### config.mk
export PLATFORM = sky130hd
export DESIGN_NAME = fdiv_port_ctrl
export DESIGN_NICKNAME = d
export VERILOG_FILES = /design/src/rtl/fdiv_pkg.sv /design/src/rtl/fdiv_global_regs.sv /design/src/rtl/fdiv_port_unit.sv /design/src/rtl/fdiv_readback.sv /design/src/rtl/fdiv_port_ctrl.sv
export SDC_FILE = /design/constraint.sdc
export NUM_CORES = 1
export LEC_CHECK = 0
export ABC_AREA = 0
export BUFFER_PORTS_ARGS = -buffer_cell sky130_fd_sc_hd__buf_2
export CAP_MARGIN = 20
export CORE_ASPECT_RATIO = 0.5
export CORE_UTILIZATION = 38
export CTS_CLUSTER_SIZE = 8
export DETAILED_ROUTE_END_ITERATION = 8
export GPL_TIMING_DRIVEN = 0
export RECOVER_POWER = 50
export SYNTH_ARGS = -nofsm -noshare
export SYNTH_HDL_FRONTEND = slang
export SYNTH_HIERARCHICAL = 1
export SYNTH_SLANG_ARGS = --single-unit
### constraint.sdc
create_clock -name clk -period 1.8 [get_ports clk]
set_input_delay 0.09 -clock clk [delete_from_list [all_inputs] [get_ports clk]]
set_output_delay 0.09 -clock clk [all_outputs]
set_load 0.005 [all_outputs]
### src/rtl/fdiv_pkg.sv
package fdiv_pkg;

    // Fraction field width and number of fractional steps per integer unit
    localparam int FRAC_W     = 6;
    localparam int FRAC_STEPS = 36;

    // Register word addresses
    localparam int ADDR_CTRL  = 0;
    localparam int ADDR_HOLD  = 1;
    localparam int ADDR_READY = 2;
    localparam int ADDR_LOSS  = 3;
    localparam int ADDR_DIV0  = 4;

    // A divider word is legal when the integer part is non-zero and
    // the fraction stays below one full step count.
    function automatic logic div_legal(input logic int_nonzero,
                                       input logic [FRAC_W-1:0] frac);
        return int_nonzero && (int'(frac) < FRAC_STEPS);
    endfunction

endpackage

### src/rtl/fdiv_global_regs.sv
module fdiv_global_regs #(
    parameter int NUM_PORTS = 4
) (
    input  logic                 clk,
    input  logic                 rst,
    input  logic                 ctrl_wr,
    input  logic                 hold_wr,
    input  logic                 ctrl_bit,
    input  logic [NUM_PORTS-1:0] hold_bits,
    output logic                 glob_hold,
    output logic [NUM_PORTS-1:0] port_hold
);

    always_ff @(posedge clk) begin
        if (rst) begin
            glob_hold <= 1'b1;
            port_hold <= '1;
        end else begin
            if (ctrl_wr) glob_hold <= ctrl_bit;
            if (hold_wr) port_hold <= hold_bits;
        end
    end

endmodule

### src/rtl/fdiv_port_unit.sv
module fdiv_port_unit
    import fdiv_pkg::*;
#(
    parameter int INT_W       = 8,
    parameter int LOCK_CYCLES = 16
) (
    input  logic              clk,
    input  logic              rst,
    input  logic              glob_hold,
    input  logic              port_hold,
    input  logic              div_wr,
    input  logic [INT_W-1:0]  wr_int,
    input  logic [FRAC_W-1:0] wr_frac,
    input  logic              loss_clr,
    output logic [INT_W-1:0]  div_int,
    output logic [FRAC_W-1:0] div_frac,
    output logic              ready,
    output logic              loss
);

    localparam int CNT_W = $clog2(LOCK_CYCLES + 1);
    localparam logic [CNT_W-1:0] CNT_DONE = CNT_W'(LOCK_CYCLES);

    logic [CNT_W-1:0] cnt_q;
    logic active, legal, same_val, filtered_wr, eff_wr, loss_set;

    assign active      = !glob_hold && !port_hold;
    assign legal       = div_legal(div_int != '0, div_frac);
    assign same_val    = (wr_int == div_int) && (wr_frac == div_frac);
    // a rewrite of the held value on a clean, locked port is dropped
    assign filtered_wr = div_wr && same_val && ready && !loss;
    assign eff_wr      = div_wr && !filtered_wr;
    assign loss_set    = active && (eff_wr || !legal);
    assign ready       = active && legal && (cnt_q == CNT_DONE);

    always_ff @(posedge clk) begin
        if (rst) begin
            div_int  <= INT_W'(1);
            div_frac <= '0;
        end else if (eff_wr) begin
            div_int  <= wr_int;
            div_frac <= wr_frac;
        end
    end

    always_ff @(posedge clk) begin
        if (rst || !active || eff_wr || !legal)
            cnt_q <= '0;
        else if (cnt_q != CNT_DONE)
            cnt_q <= cnt_q + CNT_W'(1);
    end

    // set wins over a clear in the same cycle
    always_ff @(posedge clk) begin
        if (rst)            loss <= 1'b0;
        else if (loss_set)  loss <= 1'b1;
        else if (loss_clr)  loss <= 1'b0;
    end


    loss_sticky_chk: assert property (@(posedge clk) disable iff (rst)
        loss && !loss_clr |=> loss);


    bad_div_chk: assert property (@(posedge clk) disable iff (rst)
        active && !legal |=> loss && !ready);


    rewrite_lol_chk: assert property (@(posedge clk) disable iff (rst)
        active && div_wr && !same_val |=> loss && !ready);


    same_write_noop_chk: assert property (@(posedge clk) disable iff (rst)
        ready && !loss && div_wr && same_val |=> ready && !loss);

endmodule

### src/rtl/fdiv_readback.sv
module fdiv_readback
    import fdiv_pkg::*;
#(
    parameter int NUM_PORTS = 4,
    parameter int INT_W     = 8,
    parameter int ADDR_W    = 4,
    parameter int DATA_W    = 14
) (
    input  logic [ADDR_W-1:0]                addr,
    input  logic                             glob_hold,
    input  logic [NUM_PORTS-1:0]             port_hold,
    input  logic [NUM_PORTS-1:0]             ready,
    input  logic [NUM_PORTS-1:0]             loss,
    input  logic [NUM_PORTS-1:0][INT_W-1:0]  div_int,
    input  logic [NUM_PORTS-1:0][FRAC_W-1:0] div_frac,
    output logic [DATA_W-1:0]                rdata
);

    always_comb begin
        rdata = '0;
        if (addr == ADDR_W'(ADDR_CTRL))       rdata[0] = glob_hold;
        else if (addr == ADDR_W'(ADDR_HOLD))  rdata[NUM_PORTS-1:0] = port_hold;
        else if (addr == ADDR_W'(ADDR_READY)) rdata[NUM_PORTS-1:0] = ready;
        else if (addr == ADDR_W'(ADDR_LOSS))  rdata[NUM_PORTS-1:0] = loss;
        else begin
            for (int p = 0; p < NUM_PORTS; p++) begin
                if (addr == ADDR_W'(ADDR_DIV0 + p)) begin
                    rdata[FRAC_W-1:0]         = div_frac[p];
                    rdata[FRAC_W +: INT_W]    = div_int[p];
                end
            end
        end
    end

endmodule

### src/rtl/fdiv_port_ctrl.sv
module fdiv_port_ctrl
    import fdiv_pkg::*;
#(
    parameter int NUM_PORTS   = 4,
    parameter int INT_W       = 8,
    parameter int LOCK_CYCLES = 16,
    parameter int ADDR_W      = 4,
    localparam int DATA_W     = FRAC_W + INT_W
) (
    input  logic                 clk,
    input  logic                 rst,
    input  logic                 bus_wr,
    input  logic [ADDR_W-1:0]    bus_addr,
    input  logic [DATA_W-1:0]    bus_wdata,
    output logic [DATA_W-1:0]    bus_rdata,
    output logic [NUM_PORTS-1:0] port_ready,
    output logic [NUM_PORTS-1:0] port_lol
);

    logic                             glob_hold;
    logic [NUM_PORTS-1:0]             port_hold;
    logic                             ctrl_wr, hold_wr, loss_wr;
    logic [NUM_PORTS-1:0][INT_W-1:0]  div_int;
    logic [NUM_PORTS-1:0][FRAC_W-1:0] div_frac;

    assign ctrl_wr = bus_wr && (bus_addr == ADDR_W'(ADDR_CTRL));
    assign hold_wr = bus_wr && (bus_addr == ADDR_W'(ADDR_HOLD));
    assign loss_wr = bus_wr && (bus_addr == ADDR_W'(ADDR_LOSS));

    fdiv_global_regs #(.NUM_PORTS(NUM_PORTS)) i_glob (
        .clk       (clk),
        .rst       (rst),
        .ctrl_wr   (ctrl_wr),
        .hold_wr   (hold_wr),
        .ctrl_bit  (bus_wdata[0]),
        .hold_bits (bus_wdata[NUM_PORTS-1:0]),
        .glob_hold (glob_hold),
        .port_hold (port_hold)
    );

    for (genvar p = 0; p < NUM_PORTS; p++) begin : g_port
        logic div_wr_p;
        assign div_wr_p = bus_wr && (bus_addr == ADDR_W'(ADDR_DIV0 + p));

        fdiv_port_unit #(.INT_W(INT_W), .LOCK_CYCLES(LOCK_CYCLES)) i_port (
            .clk       (clk),
            .rst       (rst),
            .glob_hold (glob_hold),
            .port_hold (port_hold[p]),
            .div_wr    (div_wr_p),
            .wr_int    (bus_wdata[FRAC_W +: INT_W]),
            .wr_frac   (bus_wdata[FRAC_W-1:0]),
            .loss_clr  (loss_wr && bus_wdata[p]),
            .div_int   (div_int[p]),
            .div_frac  (div_frac[p]),
            .ready     (port_ready[p]),
            .loss      (port_lol[p])
        );
    end

    fdiv_readback #(
        .NUM_PORTS (NUM_PORTS),
        .INT_W     (INT_W),
        .ADDR_W    (ADDR_W),
        .DATA_W    (DATA_W)
    ) i_rb (
        .addr      (bus_addr),
        .glob_hold (glob_hold),
        .port_hold (port_hold),
        .ready     (port_ready),
        .loss      (port_lol),
        .div_int   (div_int),
        .div_frac  (div_frac),
        .rdata     (bus_rdata)
    );


    glob_gates_ready_chk: assert property (@(posedge clk) disable iff (rst)
        glob_hold |-> port_ready == '0);

endmodule

==> metrics.txt, run 1 <==
Reg clk slew, reported paths ~0.07 ns; total routing resource utilization after global routing 0.253; maximum number of pins on one net before global-route repair 22; synthesis-to-finish area growth 37.3%; clock tree from TritonCTS built; post-synthesis cell type with the largest combined area dfxtp_1; Worst-Skew Late Latency between 0.3 and 0.4 ns; share of the synthesized area in the top cell type 0.342; fraction of final layout cells with drive strength greater than 1 0.404; minimum clock period roughly 2.2 ns; x dimension of the die between 150 and 200 um; result of the run finished with violations; vias per std cell between 5 and 6; Clock Skew 0.0108 ns; quantity of hold-fixing buffers added after cts 0; setup slack on the worst flop-to-flop path -0.23 ns; post-route worst hold slack roughly 0.13 ns; slew at the pin with the worst max-slew slack 0.841 ns; DP HPWL roughly 11 mm; number of storage elements in the synthesis netlist between 80 and 90; most common flop cell mapped by yosys dfxtp_1; crit share post-route 1.20; # Max-Cap Violations 0; Total Neg Setup Slack -9.56 ns; site row count 29; initial antenna violation count 0; ranking of synthesized cells by area dfxtp_1, xor2_1, a22o_1, nor4_1, mux4_2; Multi-input gate area ~0.0034 mm^2; Finished Core Util 0.538; Ports between 40 and 50; Antenna Cells 0; Initial Utilization 0.392; data arrival time of the worst path approximately 2.1 ns; number of buffers on the longest clock path 2; finished layout cell area between 0.006 and 0.007 mm^2; GR Overflow Total 0; clk sink count between 80 and 90; depth of the CTS H-tree 3; netlist area before placement just under 0.005 mm^2; number of nets with antenna violations after detailed routing 0; Placeable Area roughly 0.013 mm^2; fraction of the yosys area taken by sequential cells 0.342; worst-path maximum fanout 4; Power Dens Cells ~630 mW/mm^2; required time reported for the critical path endpoint about 1.7 ns; category of the worst setup path launch point flop; number of CTS-inserted buffers 9; vias in the first global route roughly 4400; count of distinct cell types in the synthesized netlist 46; CP endpoint kind primary output; failing checks negative setup slack; LEAKAGE about 2.8 nW; global-route wire length before repair 25.7 mm; number of endpoints with negative hold slack in the final report 0; total DRC errors in the routed layout 0; area of the die 0.0136 mm^2; average instance area after synthesis ~9.6 um^2; Port Buffer Count 42; Final Setup Violations 63; fraction of registers with async set or reset after synthesis 0; number of filler cells placed in the layout 1124; warning count from the yosys run 6; largest voltage drop on the vdd net 0.432 mV; post-DR wirelength/cell approximately 21 um; class of the most critical hold timing path in2reg; count of flip-flops with a built-in enable after synthesis 0; Slew Limit Fails 0; iteration-0 DRC count of the detailed router 370; CTS root buf clkbuf_16; wire length after detailed routing 17.0 mm; total vias in the final route approximately 4700; FF/Latch Area roughly 0.0018 mm^2; Peak Freq 462 MHz; die height slightly above 80 um; Nets ~670; cells after synthesis a little over 500; RSZ-0062 raised after global routing true; total nets after synthesis roughly 550; Worst Setup Path Type reg2out; RePlAce Congestion 0.921; DRT Pass-1 Iters 5; Setup WS post-layout -0.366 ns; Placement Cell Area about 0.0054 mm^2; max-slew headroom at the worst pin 0.438
## sequential cells by signal, indices dropped and copies added, names as in the netlist
signal	cells
g_port.i_port/cnt_q	20
g_port.i_port/div_frac	24
g_port.i_port/div_int	32
g_port.i_port/loss	4
i_glob/glob_hold	1
i_glob/port_hold	4
## layout make-up
| cell class | count | area share |
|---|---|---|
| Clock buffer | 10 | 0.0335 |
| Buffer | 21 | 0.0299 |
| Timing Repair Buffer | 107 | 0.120 |
| Clock inverter | 6 | 0.0103 |
| Tap cell | 170 | 0.0311 |
| Inverter | 21 | 0.0119 |
| Multi-Input combinational cell | 391 | 0.502 |
| Sequential cell | 85 | 0.261 |
## synthesized netlist by cell type (2+ instances only)
library cell and number:
o31a_1 4, nor3b_1 2, nor3_1 5, a22oi_1 4, a311oi_1 4, ha_1 8
nand2b_1 14, o211ai_1 3, xnor2_1 4, and3_1 10, nor4_1 36, nand4_1 4
a21oi_1 22, inv_1 21, xor2_1 68, nor2b_1 20, buf_6 9, a31o_4 4
nand4bb_1 4, nand3_1 8, o21ai_0 4, dfxtp_1 85, a22o_1 52, nand2_1 21
buf_2 10, o221ai_1 3, nor4_2 4, nor2_1 42, and4_4 4, a211o_1 9
mux4_1 3, mux4_2 7, a21oi_4 4, and2_2 4
## metrics by stage
step                total power [mW]  setup slack [ns]  cells
floorplan                       2.20            0.0296    518
global placement                2.38            -0.342    730
detailed placement              2.38            -0.305    730
CTS                             4.28            -0.374    792
global route                    4.45            -0.460    811
finish                          4.30            -0.366    811
## where the power goes
group | switching (mW) | internal (mW)
logic | 0.311 | 0.193
clock network | 0.802 | 1.09
registers | 0.0289 | 1.88
total | 1.14 | 3.16
## logic make-up (layout without fill, tap and decap cells)
group / count (synthesis) / in the layout / share of synthesized area
AOI/OAI and AO/OA: 116 / 116 / 0.195
muxes: 12 / 12 / 0.0518
xor gates and xnor gates: 72 / 72 / 0.127
and+or+nand+nor: 183 / 183 / 0.213
adders and majority gates: 8 / 8 / 0.0201
buffers and inverters: 42 / 165 / 0.0511
DFF: 85 / 85 / 0.342
## metal layers
metal  vias to the layer above  track usage  wire, um
li1                       2149            -         -
met1                      2295        0.361      7860
met2                       214        0.380      7480
met3                        33       0.0584      1400
met4                         0       0.0631       306
met5                         -            0         0
## critical path, cell delays in order, from the launching register on
cell	delay, ns
dfxtp_2	0.34
o31a_1	0.33
a21oi_4	0.20
nand2_2	0.09
nor2_2	0.11
mux2i_1	0.08
nor2_1	0.09
a31oi_1	0.05
o32ai_2	0.28
buf_2	0.16
## cell usage in the layout (no fill, tap or decap), drive strengths merged, types with 5 or more instances in the layout
| cell type | n |
|---|---|
| a211o | 9 |
| a21oi | 26 |
| a22o | 52 |
| and2 | 5 |
| and3 | 10 |
| buf | 123 |
| clkbuf | 15 |
| dfxtp | 85 |
| ha | 8 |
| inv | 23 |
| mux4 | 10 |
| nand2 | 21 |
| nand2b | 14 |
| nand3 | 8 |
| nor2 | 42 |
| nor2b | 21 |
| nor3 | 6 |
| nor4 | 40 |
| xor2 | 68 |
## final timing paths
kind                                                    to                                       from  depth (start not counted)
setup reg to reg  g_port[0].i_port/div_int[6]$_SDFFE_PP0P_   g_port[0].i_port/div_int[3]$_SDFFE_PP0P_                          8
hold reg to reg   g_port[3].i_port/div_int[3]$_SDFFE_PP0P_   g_port[3].i_port/div_int[3]$_SDFFE_PP0P_                          1
setup / recovery                              bus_rdata[0]  g_port[0].i_port/div_frac[2]$_SDFFE_PP0P_                          9
hold / removal    g_port[2].i_port/div_int[0]$_SDFFE_PP1P_                               bus_wdata[6]                          3
## timing repair
action | in CTS | in global routing
gates resized for setup | 94 | 85
endpoints found under the setup margin | 81 | 80
pin swaps | 51 | 68
cloned | 6 | 0
buffers inserted | 50 | 27
Note: power is estimated with default switching activity, not from simulation.
==> inputs of run 2 (changes only) <==
--- a/config.mk
+++ b/config.mk
@@ -10,6 +10,7 @@
 export CAP_MARGIN = 20
 export CORE_ASPECT_RATIO = 0.5
 export CORE_UTILIZATION = 38
+export CTS_BUF_LIST = sky130_fd_sc_hd__clkbuf_4 sky130_fd_sc_hd__clkbuf_8
 export CTS_CLUSTER_SIZE = 8
 export DETAILED_ROUTE_END_ITERATION = 8
 export GPL_TIMING_DRIVEN = 0
==> metrics.txt, run 2 (same netlist as run 1, synthesis figures left out) <==
wire length after detailed routing between 15 and 20 mm; slew at the pin with the worst max-slew slack 0.862 ns; global-route wire length before repair ~25 mm; maximum number of pins on one net before global-route repair 22; Slew Limit Fails 0; RSZ-0062 raised after global routing true; largest voltage drop on the vdd net ~0.27 mV; Hold Path Sink g_port[1].i_port/div_int[0]$_SDFFE_PP1P_; crit share post-route 1.23; cell chain of the critical path nor4_4, a21oi_2, nand2_1, nor2_2, nand2b_1, a21oi_1, o211ai_1, o221ai_2, buf_2; LEAKAGE around 2.7 nW; minimum clock period around 2.2 ns; delay contributed by the slowest stage of the critical path roughly 0.38 ns; Worst Hold Depth 3; max-slew headroom at the worst pin 0.424; number of filler cells placed in the layout ~1100; DP HPWL approximately 11 mm; number of buffers on the longest clock path 2; x dimension of the die 164 um; synthesis-to-finish area growth 36.4%; Nets 666; iteration-0 DRC count of the detailed router 322; Final Setup Violations 67; area of the die 0.0136 mm^2; post-DR wirelength/cell around 20 um; Min-Delay Startpoint bus_wdata[6]; beginning of the worst register-to-register path g_port[1].i_port/div_frac[4]$_SDFFE_PP0P_; total routing resource utilization after global routing 0.247; CTS root buf clkbuf_8; worst path bufs/invs 1; vias in the first global route 4489; DRT Pass-1 Iters 4; site row count 29; post-place setup slack -0.305 ns; Initial Utilization 0.392; CP endpoint kind primary output; Port Buffer Count 42; result of the run finished with violations; Setup WS post-layout -0.420 ns; data arrival time of the worst path around 2.1 ns; total vias in the final route 4654; Placement Cell Area approximately 0.0054 mm^2; clk sink count 85; RePlAce Congestion around 0.9; required time reported for the critical path endpoint 1.71 ns; clock tree from TritonCTS built; total DRC errors in the routed layout 0; top library cells by usage in the layout, fill and taps aside xor2_1, dfxtp_1, a22o_1; # Max-Cap Violations 0; biggest registers after layout g_port.i_port/div_int: 32 flops, g_port.i_port/div_frac: 24 flops, g_port.i_port/cnt_q: 20 flops; cell with the largest stage delay on the worst path nor4_4; Peak Freq ~450 MHz; number of nets with antenna violations after detailed routing 0; worst-path maximum fanout 3; dominant delay contributor by cell family on the critical path simple AND/OR/NAND/NOR gates; number of CTS-inserted buffers 9; depth of the CTS H-tree 3; vias per std cell between 5 and 6; Worst setup startpoint g_port[3].i_port/div_int[3]$_SDFFE_PP0P_; number of cells on the worst reg-to-reg path 10; worst reg2reg path endpoint g_port[1].i_port/cnt_q[2]$_SDFFE_PP0P_; GR Overflow Total 0; register with the most flip-flops g_port.i_port/div_int; category of the worst setup path launch point flop; number of endpoints with negative hold slack in the final report 0; die height between 80 and 90 um; Ports 43; setup slack on the worst flop-to-flop path -0.25 ns; Placeable Area 0.0127 mm^2; Power Dens Cells 565 mW/mm^2; Worst Setup Path Type reg2out; Clock Skew about 0.016 ns; Antenna Cells 0; Reg clk slew, reported paths about 0.1 ns; finished layout cell area a little under 0.007 mm^2; class of the most critical hold timing path in2reg; most common cell after layout, fill and taps aside xor2_1; initial antenna violation count 0; Largest register FFs 32; fraction of final layout cells with drive strength greater than 1 0.399; Worst-Skew Late Latency roughly 0.37 ns; failing checks negative setup slack
run 2: cell count changes in the layout (fill, tap and decap cells not counted), sizes merged:
cell    delta
buf        -1
clkbuf     +2
run 2: how the worst max path moves through the flow:
stage | to | depth (start not counted)
2_1_floorplan | g_port[3].i_port/div_frac[2]$_SDFFE_PP0P_ | 9
3_3_place_gp | bus_rdata[0] | 9
3_5_place_dp | bus_rdata[0] | 9
4_1_cts | bus_rdata[0] | 9
5_1_grt | bus_rdata[3] | 9
6_report | bus_rdata[3] | 9
run 2: worst min-delay path, cell delays in order:
cell and delay [ns]:
buf_2 0.18, inv_1 0.08, a22oi_1 0.07
run 2: metal layers:
layer | routed length, um | up-vias | track usage
li1 | - | 2152 | -
met1 | 7730 | 2288 | 0.350
met2 | 7360 | 190 | 0.366
met3 | 1410 | 24 | 0.0654
met4 | 239 | 0 | 0.0682
met5 | 0 | - | 0
run 2: cell type report:
cell class                 instances  area (um^2)  share of cell area
clock inverter                     6         70.1              0.0103
buffer                            21          211              0.0312
tap                              170          213              0.0314
timing repair buffer             108          840               0.124
inverter                          21         78.8              0.0116
clock buffer                      10          131              0.0194
multi-input combinational        391         3470               0.511
sequential                        85         1770               0.261
run 2: per-stage QoR:
stage / power [mW] / setup TNS [ns] / instances / hold slack [ns] / utilization
final: 3.83 / -6.85 / 812 / 0.0903 / 0.534
after global routing: 3.99 / -11.06 / 812 / 0.0778 / 0.534
after CTS: 3.80 / -3.89 / 797 / 0.0718 / 0.494
after detailed placement: 2.38 / -11.33 / 730 / 0.482 / 0.425
after global placement: 2.38 / -9.78 / 730 / 0.479 / 0.425
after floorplan: 2.20 / 0 / 518 / 0.162 / -
run 2: report_power, final:
group / switching, mW / internal, mW / total (mW) / leakage [nW]
sequential: 0.0280 / 1.88 / 1.91 / 0.703
clock: 0.743 / 0.667 / 1.41 / 0.0929
combinational: 0.314 / 0.194 / 0.508 / 1.95
total: 1.09 / 2.74 / 3.83 / 2.75
run 2: repair_timing:
action | 4_1_cts | 5_1_grt
cloned | 5 | 1
setup buffers | 56 | 25
setup endpoints to repair | 81 | 83
resized for setup | 87 | 93
pin swaps | 49 | 62
hold buffers | 0 | 0
